File: config.mk
export PLATFORM = sky130hd
export DESIGN_NAME = ref_sel_ctrl
export DESIGN_NICKNAME = d
export VERILOG_FILES = /design/src/rtl/ref_sel_pkg.sv /design/src/rtl/ref_sel_regs.sv /design/src/rtl/ref_sel_pin_filter.sv /design/src/rtl/ref_sel_path_fsm.sv /design/src/rtl/ref_sel_ctrl.sv
export SDC_FILE = /design/constraint.sdc
export NUM_CORES = 1
export LEC_CHECK = 0
export ABC_AREA = 1
export BUFFER_PORTS_ARGS = -buffer_cell sky130_fd_sc_hd__buf_2
export CORE_UTILIZATION = 40
export CTS_CLUSTER_SIZE = 16
export DETAILED_ROUTE_END_ITERATION = 10
export PLACE_DENSITY_LB_ADDON = 0.12
export SYNTH_ARGS = -nofsm -noshare
export SYNTH_HDL_FRONTEND = slang
export SYNTH_SLANG_ARGS = --single-unit
File: constraint.sdc
create_clock -name clk -period 3.19 [get_ports clk]
set_clock_uncertainty 0.2 [all_clocks]
set_input_delay 0.1595 -clock clk [delete_from_list [all_inputs] [get_ports clk]]
set_output_delay 0.1595 -clock clk [all_outputs]
set_load 0.02 [all_outputs]
File: src/rtl/ref_sel_pkg.sv
package ref_sel_pkg;

    typedef enum logic [2:0] {
        PS_LOCK   = 3'd0,
        PS_FREE   = 3'd1,
        PS_PSEUDO = 3'd2,
        PS_HOLD   = 3'd3,
        PS_TRACK  = 3'd4
    } path_st_e;

    typedef enum logic [1:0] {
        MD_IDLE   = 2'd0,
        MD_MANUAL = 2'd1,
        MD_PIN    = 2'd2
    } ctl_mode_e;

    localparam logic [2:0] A_MODE = 3'd0;
    localparam logic [2:0] A_PRI  = 3'd1;
    localparam logic [2:0] A_SEC  = 3'd2;
    localparam logic [2:0] A_PRE  = 3'd3;
    localparam logic [2:0] A_STAT = 3'd4;

endpackage

File: src/rtl/ref_sel_regs.sv
module ref_sel_regs
    import ref_sel_pkg::*;
#(
    parameter int NUM_REFS = 8,
    parameter int CODE_W   = 4,
    parameter int DATA_W   = 8
) (
    input  logic              clk,
    input  logic              rst_n,
    input  logic              wr_en,
    input  logic [2:0]        wr_addr,
    input  logic [DATA_W-1:0] wr_data,
    input  logic [2:0]        rd_addr,
    output logic [DATA_W-1:0] rd_data,
    input  logic              pin_sync,
    output ctl_mode_e         mode_o,
    output logic [CODE_W-1:0] pri_sel_o,
    output logic [CODE_W-1:0] sec_sel_o,
    output logic [CODE_W-1:0] pre_lo_o,
    output logic [CODE_W-1:0] pre_hi_o
);
    localparam logic [CODE_W-1:0] C_FREE    = CODE_W'(NUM_REFS);
    localparam logic [CODE_W-1:0] C_PRI_MAX = CODE_W'(NUM_REFS + 2);
    localparam logic [CODE_W-1:0] C_SEC_MAX = CODE_W'(NUM_REFS + 3);

    logic [CODE_W-1:0] lo_half, hi_half;
    assign lo_half = wr_data[CODE_W-1:0];
    assign hi_half = wr_data[2*CODE_W-1:CODE_W];

    always_ff @(posedge clk or negedge rst_n) begin
        if (!rst_n) begin
            mode_o    <= MD_IDLE;
            pri_sel_o <= C_FREE;
            sec_sel_o <= C_FREE;
            pre_lo_o  <= '0;
            pre_hi_o  <= CODE_W'(1);
        end else if (wr_en) begin
            unique case (wr_addr)
                A_MODE: if (wr_data[1:0] != 2'd3) mode_o <= ctl_mode_e'(wr_data[1:0]);
                A_PRI:  if (lo_half <= C_PRI_MAX) pri_sel_o <= lo_half;
                A_SEC:  if (lo_half <= C_SEC_MAX) sec_sel_o <= lo_half;
                A_PRE:  if (lo_half <= C_PRI_MAX && hi_half <= C_PRI_MAX) begin
                            pre_lo_o <= lo_half;
                            pre_hi_o <= hi_half;
                        end
                default: ;
            endcase
        end
    end

    always_comb begin
        rd_data = '0;
        unique case (rd_addr)
            A_MODE:  rd_data[1:0]        = mode_o;
            A_PRI:   rd_data[CODE_W-1:0] = pri_sel_o;
            A_SEC:   rd_data[CODE_W-1:0] = sec_sel_o;
            A_PRE:   rd_data             = {pre_hi_o, pre_lo_o};
            A_STAT:  rd_data[0]          = pin_sync;
            default: ;
        endcase
    end
endmodule

File: src/rtl/ref_sel_pin_filter.sv
module ref_sel_pin_filter #(
    parameter int DEB_LEN = 4
) (
    input  logic clk,
    input  logic rst_n,
    input  logic pin_i,
    output logic sync_o,
    output logic filt_o
);
    localparam int CNT_W = $clog2(DEB_LEN + 1);
    localparam logic [CNT_W-1:0] CNT_LAST = CNT_W'(DEB_LEN - 1);

    logic             meta_q;
    logic [CNT_W-1:0] cnt_q;

    always_ff @(posedge clk or negedge rst_n) begin
        if (!rst_n) begin
            meta_q <= 1'b0;
            sync_o <= 1'b0;
            filt_o <= 1'b0;
            cnt_q  <= '0;
        end else begin
            meta_q <= pin_i;
            sync_o <= meta_q;
            if (sync_o == filt_o) begin
                cnt_q <= '0;
            end else if (cnt_q == CNT_LAST) begin
                filt_o <= sync_o;
                cnt_q  <= '0;
            end else begin
                cnt_q <= cnt_q + 1'b1;
            end
        end
    end
endmodule

File: src/rtl/ref_sel_path_fsm.sv
module ref_sel_path_fsm
    import ref_sel_pkg::*;
#(
    parameter int NUM_REFS = 8,
    parameter int CODE_W   = 4,
    parameter int REF_W    = 3
) (
    input  logic              clk,
    input  logic              rst_n,
    input  logic [CODE_W-1:0] req_code,
    output path_st_e          state_o,
    output logic [REF_W-1:0]  ref_o,
    output logic              chg_o
);
    localparam logic [CODE_W-1:0] C_FREE   = CODE_W'(NUM_REFS);
    localparam logic [CODE_W-1:0] C_PSEUDO = CODE_W'(NUM_REFS + 1);
    localparam logic [CODE_W-1:0] C_HOLD   = CODE_W'(NUM_REFS + 2);

    path_st_e         st_q, st_d, req_st;
    logic [REF_W-1:0] ref_q, ref_d;
    logic             chg_q;

    always_comb begin
        if (req_code < C_FREE)        req_st = PS_LOCK;
        else if (req_code == C_FREE)  req_st = PS_FREE;
        else if (req_code == C_PSEUDO) req_st = PS_PSEUDO;
        else if (req_code == C_HOLD)  req_st = PS_HOLD;
        else                          req_st = PS_TRACK;
    end

    always_comb begin
        st_d  = req_st;
        ref_d = ref_q;
        unique case (req_st)
            PS_LOCK:   ref_d = req_code[REF_W-1:0];
            PS_FREE,
            PS_PSEUDO,
            PS_HOLD,
            PS_TRACK:  ref_d = ref_q;
            default:   ref_d = ref_q;
        endcase
    end

    // state register
    always_ff @(posedge clk or negedge rst_n) begin
        if (!rst_n) begin
            st_q  <= PS_FREE;
            ref_q <= '0;
            chg_q <= 1'b0;
        end else begin
            st_q  <= st_d;
            ref_q <= ref_d;
            chg_q <= (st_d != st_q) || (ref_d != ref_q);
        end
    end

    // outputs
    always_comb begin
        state_o = st_q;
        ref_o   = ref_q;
        chg_o   = chg_q;
    end
endmodule

File: src/rtl/ref_sel_ctrl.sv
module ref_sel_ctrl
    import ref_sel_pkg::*;
#(
    parameter  int NUM_REFS = 8,
    parameter  int DEB_LEN  = 4,
    localparam int CODE_W   = $clog2(NUM_REFS + 4),
    localparam int REF_W    = $clog2(NUM_REFS),
    localparam int DATA_W   = 2 * CODE_W
) (
    input  logic              clk,
    input  logic              rst_n,
    input  logic              wr_en,
    input  logic [2:0]        wr_addr,
    input  logic [DATA_W-1:0] wr_data,
    input  logic [2:0]        rd_addr,
    output logic [DATA_W-1:0] rd_data,
    input  logic              sw_pin,
    output logic [REF_W-1:0]  pri_ref,
    output logic [2:0]        pri_state,
    output logic              pri_chg,
    output logic [REF_W-1:0]  sec_ref,
    output logic [2:0]        sec_state,
    output logic              sec_chg
);
    localparam logic [CODE_W-1:0] C_FREE = CODE_W'(NUM_REFS);

    ctl_mode_e         mode;
    logic [CODE_W-1:0] pri_sel, sec_sel, pre_lo, pre_hi;
    logic [CODE_W-1:0] pri_req, sec_req;
    logic              pin_sync, pin_filt;
    path_st_e          pri_st, sec_st;

    ref_sel_regs #(.NUM_REFS(NUM_REFS), .CODE_W(CODE_W), .DATA_W(DATA_W)) regs_i (
        .clk(clk), .rst_n(rst_n), .wr_en(wr_en), .wr_addr(wr_addr), .wr_data(wr_data),
        .rd_addr(rd_addr), .rd_data(rd_data), .pin_sync(pin_sync), .mode_o(mode),
        .pri_sel_o(pri_sel), .sec_sel_o(sec_sel), .pre_lo_o(pre_lo), .pre_hi_o(pre_hi)
    );

    ref_sel_pin_filter #(.DEB_LEN(DEB_LEN)) pin_i (
        .clk(clk), .rst_n(rst_n), .pin_i(sw_pin), .sync_o(pin_sync), .filt_o(pin_filt)
    );

    always_comb begin
        unique case (mode)
            MD_MANUAL: begin pri_req = pri_sel;                     sec_req = sec_sel; end
            MD_PIN:    begin pri_req = pin_filt ? pre_hi : pre_lo;  sec_req = sec_sel; end
            default:   begin pri_req = C_FREE;                      sec_req = C_FREE;  end
        endcase
    end

    ref_sel_path_fsm #(.NUM_REFS(NUM_REFS), .CODE_W(CODE_W), .REF_W(REF_W)) pri_fsm_i (
        .clk(clk), .rst_n(rst_n), .req_code(pri_req),
        .state_o(pri_st), .ref_o(pri_ref), .chg_o(pri_chg)
    );

    ref_sel_path_fsm #(.NUM_REFS(NUM_REFS), .CODE_W(CODE_W), .REF_W(REF_W)) sec_fsm_i (
        .clk(clk), .rst_n(rst_n), .req_code(sec_req),
        .state_o(sec_st), .ref_o(sec_ref), .chg_o(sec_chg)
    );

    assign pri_state = pri_st;
    assign sec_state = sec_st;
endmodule

==> Word level (Yosys, flattened, before mapping) <==
Cells that the tools add are included.
{ "op_classes": {"add_sub_neg": 1, "n_mux": 19, "n_bitwise": 1, "order_cmp": 5, "n_reduce_logical": 13, "n_eq_ne": 22} }
{ "ops": {"columns": ["operator", "n"], "rows": [
  ["3-bit two-way mux", 12],
  ["4-bit == test (second input constant)", 6],
  ["3-bit by 2-bit == test with 1-bit output (second input constant)", 5],
  ["4-bit less-or-equal comparator (second input constant)", 3],
  ["3-bit logical NOT", 4],
  ["4-bit two-way mux", 3],
  ["3-bit inequality test", 4],
  ["3-bit AND reduction", 4],
  ["4-bit less-than comparator (second input constant)", 2],
  ["4-bit one-hot mux with 2 select lines", 1],
  ["3-bit by 1-bit == test with 1-bit output (second input constant)", 2],
  ["2-bit one-hot mux with 3 select lines", 1],
  ["1-bit one-hot mux with 5 select lines", 1],
  ["1-bit one-hot mux with 4 select lines", 1],
  ["3-bit by 1-bit adder with 3-bit output (second input constant)", 1],
  ["3-bit == test (second input constant)", 1],
  ["2-bit by 1-bit == test with 1-bit output (second input constant)", 1],
  ["2-bit == test (second input constant)", 1],
  ["1-bit logical OR", 2],
  ["2-bit inequality test (second input constant)", 1],
  ["2-bit AND reduction", 1],
  ["2-bit OR reduction", 1],
  ["1-bit == test", 1],
  ["1-bit logical AND", 1],
  ["1-bit NOT", 1]
]} }
{ "word_totals": {"inputBits": 18, "output_inout_bits": 22, "wordCells": 76, "register_bits": 38} }

==> Longest topological paths before layout <==
{ "depth": {"depth_word": 12, "mapped_depth": 12, "ltp_nobuf": 12} }

==> Hierarchy <==
Synthesis repeated with hierarchy kept, for this count alone.
{ "hier_totals": {"cells_unflattened": 299, "area_unflattened_um2": 2210.9} }
{ "modules_own_cells": {"columns": ["mod", "n_inst", "seq_area_each_um2", "cells_per_inst", "area_per_inst_um2"], "rows": [
  ["ref_sel_regs", 1, 454.2, 127, 993.5],
  ["ref_sel_path_fsm at pri_fsm_i", 1, 176.4, 54, 397.9],
  ["ref_sel_path_fsm at sec_fsm_i", 1, 176.4, 54, 386.6],
  ["ref_sel_pin_filter", 1, 150.1, 25, 236.5],
  ["ref_sel_ctrl", 1, 0.0, 39, 196.4]
]} }

==> Least setup slack after synthesis <==
Ideal clock, no wire load.
{ "synth_path": {"path_type": "reg-to-reg", "startpoint": "register regs_i.mode_o[0]", "endpoint": "register sec_fsm_i.chg_q (netlist: sec_fsm_i.chg_o)", "path_buffers": 1, "arrival_time_ns": 1.472, "required_ns": 2.858, "slack_ns": 1.386, "stages_incl_launch_ff": 11, "period_less_slack_ns": 1.804, "setup_time_ns": 0.132, "path_cell_list": "dfrtp_1 inv_1 ha_1 inv_2 buf_6 nand2_1 inv_2 a21oi_1 a21oi_1 a31oi_1 nand4_1"} }
{ "synth_between": {"elab_chain_cells": 12, "elab_cells_between_ends": 17, "cone_classes": "order compare: 1; eq/ne: 7; mux: 6; reduce/logical: 3"} }
{ "synth_rtl": {"columns": ["item", "line_no", "rtl"], "rows": [
  ["start: declaration", "ref_sel_regs.sv:16", "output ctl_mode_e mode_o,"],
  ["start signal: assignment", "ref_sel_regs.sv:39", "A_MODE: if (wr_data[1:0] != 2'd3) mode_o <= ctl_mode_e'(wr_data[1:0]);"],
  ["2-bit == test or 2-bit by 1-bit == test with 1-bit output (tied branches)", "ref_sel_ctrl.sv:44", "unique case (mode)"],
  ["2-bit OR reduction (no line) *", null, null],
  ["4-bit two-way mux *", "ref_sel_ctrl.sv:44", null],
  ["4-bit == test", "ref_sel_path_fsm.sv:27", "else if (req_code == C_HOLD) req_st = PS_HOLD;"],
  ["3-bit two-way mux", "ref_sel_path_fsm.sv:27", null],
  ["3-bit two-way mux", "ref_sel_path_fsm.sv:26", "else if (req_code == C_PSEUDO) req_st = PS_PSEUDO;"],
  ["3-bit two-way mux", "ref_sel_path_fsm.sv:25", "else if (req_code == C_FREE) req_st = PS_FREE;"],
  ["3-bit two-way mux", "ref_sel_path_fsm.sv:24", "if (req_code < C_FREE) req_st = PS_LOCK;"],
  ["3-bit logical NOT", "ref_sel_path_fsm.sv:34", "unique case (req_st)"],
  ["3-bit two-way mux", "ref_sel_path_fsm.sv:34", null],
  ["3-bit inequality test", "ref_sel_path_fsm.sv:53", "chg_q <= (st_d != st_q) || (ref_d != ref_q);"],
  ["1-bit logical OR *", "ref_sel_path_fsm.sv:53", null],
  ["end signal: assignment", "ref_sel_path_fsm.sv:53", null],
  ["end: declaration", "ref_sel_path_fsm.sv:21", "logic chg_q;"]
]} }
Mark *: on every way between the ends. The rest lies on a longest branch, timed or not.
A chain may end at the register's enable or synchronous reset.

==> Final worst setup path <==
{ "layout_path": {"startpoint": "register regs_i.mode_o[0]", "endpoint": "register pri_fsm_i.chg_q (netlist: pri_fsm_i.chg_o)"} }
{ "layout_between": {"elab_chain_cells": 11, "elab_cells_between_ends": 16, "cone_classes": "order compare: 1; eq/ne: 7; mux: 6; reduce/logical: 2"} }
{ "layout_rtl": {"columns": ["item", "line_no"], "rows": [
  ["2-bit == test or 2-bit by 1-bit == test with 1-bit output (tied branches)", "ref_sel_ctrl.sv:44"],
  ["4-bit one-hot mux with 2 select lines *", "ref_sel_ctrl.sv:44"],
  ["4-bit == test", "ref_sel_path_fsm.sv:27"],
  ["3-bit two-way mux", "ref_sel_path_fsm.sv:27"],
  ["3-bit two-way mux", "ref_sel_path_fsm.sv:26"],
  ["3-bit two-way mux", "ref_sel_path_fsm.sv:25"],
  ["3-bit two-way mux", "ref_sel_path_fsm.sv:24"],
  ["3-bit logical NOT", "ref_sel_path_fsm.sv:34"],
  ["3-bit two-way mux", "ref_sel_path_fsm.sv:34"],
  ["3-bit inequality test", "ref_sel_path_fsm.sv:53"],
  ["1-bit logical OR *", "ref_sel_path_fsm.sv:53"],
  ["end signal: assignment", "ref_sel_path_fsm.sv:53"],
  ["end: declaration", "ref_sel_path_fsm.sv:21"]
]} }
Marked as above.

==> flow_summary.toml <==
[pwr]
power.density_nw_per_um2 = 749
ir_drop_uv = 369
leakage_nw = 1.30

[worst_setup_path]
arrival_ps = 1890
start_kind = "flop"
worst-setup-path-type = "flop to flop"
crit_path_max_fanout = 11
required_ps = 3170
end_kind = "flop"

[detailed_routing]
drt-total-wl_mm = 4.37
drt-wirelength-per-cell_um = 11.5
drtIter0Drc = 89
route.detailed.drc = 0
dr.pass1.iters = 4
antenna_left = 0
vias = 1767
avgViaCountPerCell = 4.66

[yosys]
synth_top_area_cell = "dfrtp_1"
synth_seq_area_share_pct = 47.8
synth_top_area_share_pct = 41.3
synth_area_um2 = 2000
synth_area_leaders = "dfrtp_1 41%, nand2_1 15%, dfstp_2 6.6%, inv_1 6.4%, nor2_1 3.4%"
ys_seq_elements = 38
synthTopCellsByCount = "81 x nand2_1, 34 x inv_1, 33 x dfrtp_1"
synth_ff_type = "dfrtp_1"
synth_nets = 280
ys_types = 29
yosys_warnings = 0
synth.avg_cell_area_um2 = 7.73
synth.most_common_cell = "nand2_1"
synthCells = 259
async_flop_share_pct = 100
synth-edff-count = 0

[floorplanning]
core-area_um2 = 4750
core.rowCount = 25
io_pins = 40
die_w_um = 72.7
initial_core_util_pct = 42.1
die_h_um = 72.7
die-area_um2 = 5290

[placed_design]
portBuffers = 39
dp_hpwl_mm = 3.26
gp_congestion = 0.806
dp_worst_setup_slack_ps = 1300
postPlaceCellArea_um2 = 2260

[grt]
grt_max_degree = 39
antenna_found_initial = 0
gr-max-usage-layer = "met2"
use_met3_pct = 4.14
grt_use_total_pct = 18.5
grt_pass1_wl_mm = 7.38
grt_pass1_vias = 1668
grt-ovfl-total = 0
use_met2_pct = 29.4
grtUsageMet1_pct = 24.1

[sta]
whs_ps = 11.2
min_period_ps = 1910
finalSetupViolCount = 0
fin_ws_ps = 1280
hold_viol = 0
slew_violations = 0
max_freq_mhz = 524
slew_headroom_pct = 43.9
rsz0062_at_grt = "false"
worst_pin_slew_ps = 841
setup_tns_ps = 0
period_share_pct = 59.8

[finish]
area.growth.synth_to_final_pct = 21.3
nets = 332
fillCellCount = 474
layout-drive-gt1-share_pct = 20.8
fin_area_um2 = 2430
diodes = 0

[cts]
cts_buffer_depth = 2
cts-root-buf = "clkbuf_8"
h-tree-depth = 2
clock_latency_ps = 290
path_clk_slew_ps = 70
cts_tree = "done"
cts_num_sinks = 38
cts.repair.resized = 0
cts_made_buffers = 5

[outcome]
status = "finished clean"

[hold_path]
holdCritPathClass = "input port to flop"

[job]
maxCapViolCount = 0
==> critical path: stages, from the launching register on <==
cell	delay, ps
dfrtp_1	370
inv_1	60
ha_1	320
inv_2	160
nand2_1	110
a21oi_4	200
a21oi_1	90
nand3_1	90
nand2_1	50
nor2_1	80
nand2_1	60
==> cells by family after synthesis <==
logic type | synth area share [%]
xor+xnor | 1.75
buf+inv | 8.12
flops | 47.8
compound gates | 13.4
simple gates | 27.1
fa+ha+maj | 1.88
==> registers in the layout, summed over array words and instances, names as in the netlist, 3 cells and up <==
register           cells
regs_i.pre_hi_o        4
regs_i.sec_sel_o       4
regs_i.pre_lo_o        4
sec_fsm_i.ref_o        3
pri_fsm_i.state_o      3
pri_fsm_i.ref_o        3
pin_i.cnt_q            3
sec_fsm_i.state_o      3
regs_i.pri_sel_o       4
==> power by group <==
part | total [mW] | switching (mW) | internal [mW]
Sequential | 0.740 | 0.106 | 0.634
Clock | 0.323 | 0.168 | 0.155
Combinational | 0.756 | 0.484 | 0.272
Total | 1.82 | 0.758 | 1.06
==> cells in the final DEF (no fill, tap or decap), drive strengths merged, types with 2 or more instances in the layout <==
cell         count
xor2             2
dfstp            5
dfrtp           33
nor2            18
a31oi            2
inv             39
xnor2            2
nor3             5
dlygate4sd3      8
nand4            4
a21oi           14
nand3           14
o21ai           22
o211ai           3
nand2           86
buf             39
ha               3
clkbuf           7
==> area by class of cell <==
class | count | area, um2 | area share [%]
clock buffer | 7 | 76.3 | 3.14
clock inverter | 1 | 7.51 | 0.309
inverter | 39 | 146 | 6.03
multi-input combinational | 180 | 882 | 36.3
sequential | 38 | 957 | 39.4
tap | 67 | 83.8 | 3.45
timing repair buffer | 47 | 275 | 11.3
==> per-layer routing <==
layer,vias up,wire length (um)
met3,8,171
met4,0,104
met5,-,0
li1,938,-
met2,34,1930
met1,787,2160
==> through the flow <==
stage	instances	util, %	total power [mW]
6_report	379	51.1	1.82
5_1_grt	379	51.1	1.98
4_1_cts	379	51.1	1.83
3_5_place_dp	363	47.6	1.50
3_3_place_gp	363	47.6	1.50
2_1_floorplan	259	-	1.30
==> worst paths after layout <==
| check | endpoint | cells past startpoint | slack (ps) | startpoint |
|---|---|---|---|---|
| worst max-delay path | pri_fsm_i.chg_o$_DFF_PN0_ | 10 | 1280 | regs_i.mode_o[0]$_DFFE_PN0P_ |
| worst min-delay path | regs_i.pre_lo_o[1]$_DFFE_PN0P_ | 3 | 10 | wr_data[1] |
| worst max register to register | pri_fsm_i.chg_o$_DFF_PN0_ | 10 | 1280 | regs_i.mode_o[0]$_DFFE_PN0P_ |
| worst min register to register | pin_i.sync_o$_DFF_PN0_ | 0 | 150 | pin_i.meta_q$_DFF_PN0_ |
| max in group asynchronous | regs_i.pri_sel_o[0]$_DFFE_PN0P_ | 2 | 1960 | rst_n |
| min in group asynchronous | pin_i.cnt_q[2]$_DFF_PN0_ | 2 | 310 | rst_n |
==> what timing repair did <==
item                                    4_1_cts  5_1_grt
hold buffers                                  8        0
endpoints found under the setup margin        0        0
endpoints found under the hold margin        44        0
setup buffers                                 0        0
(Power assumes the default switching activity.)
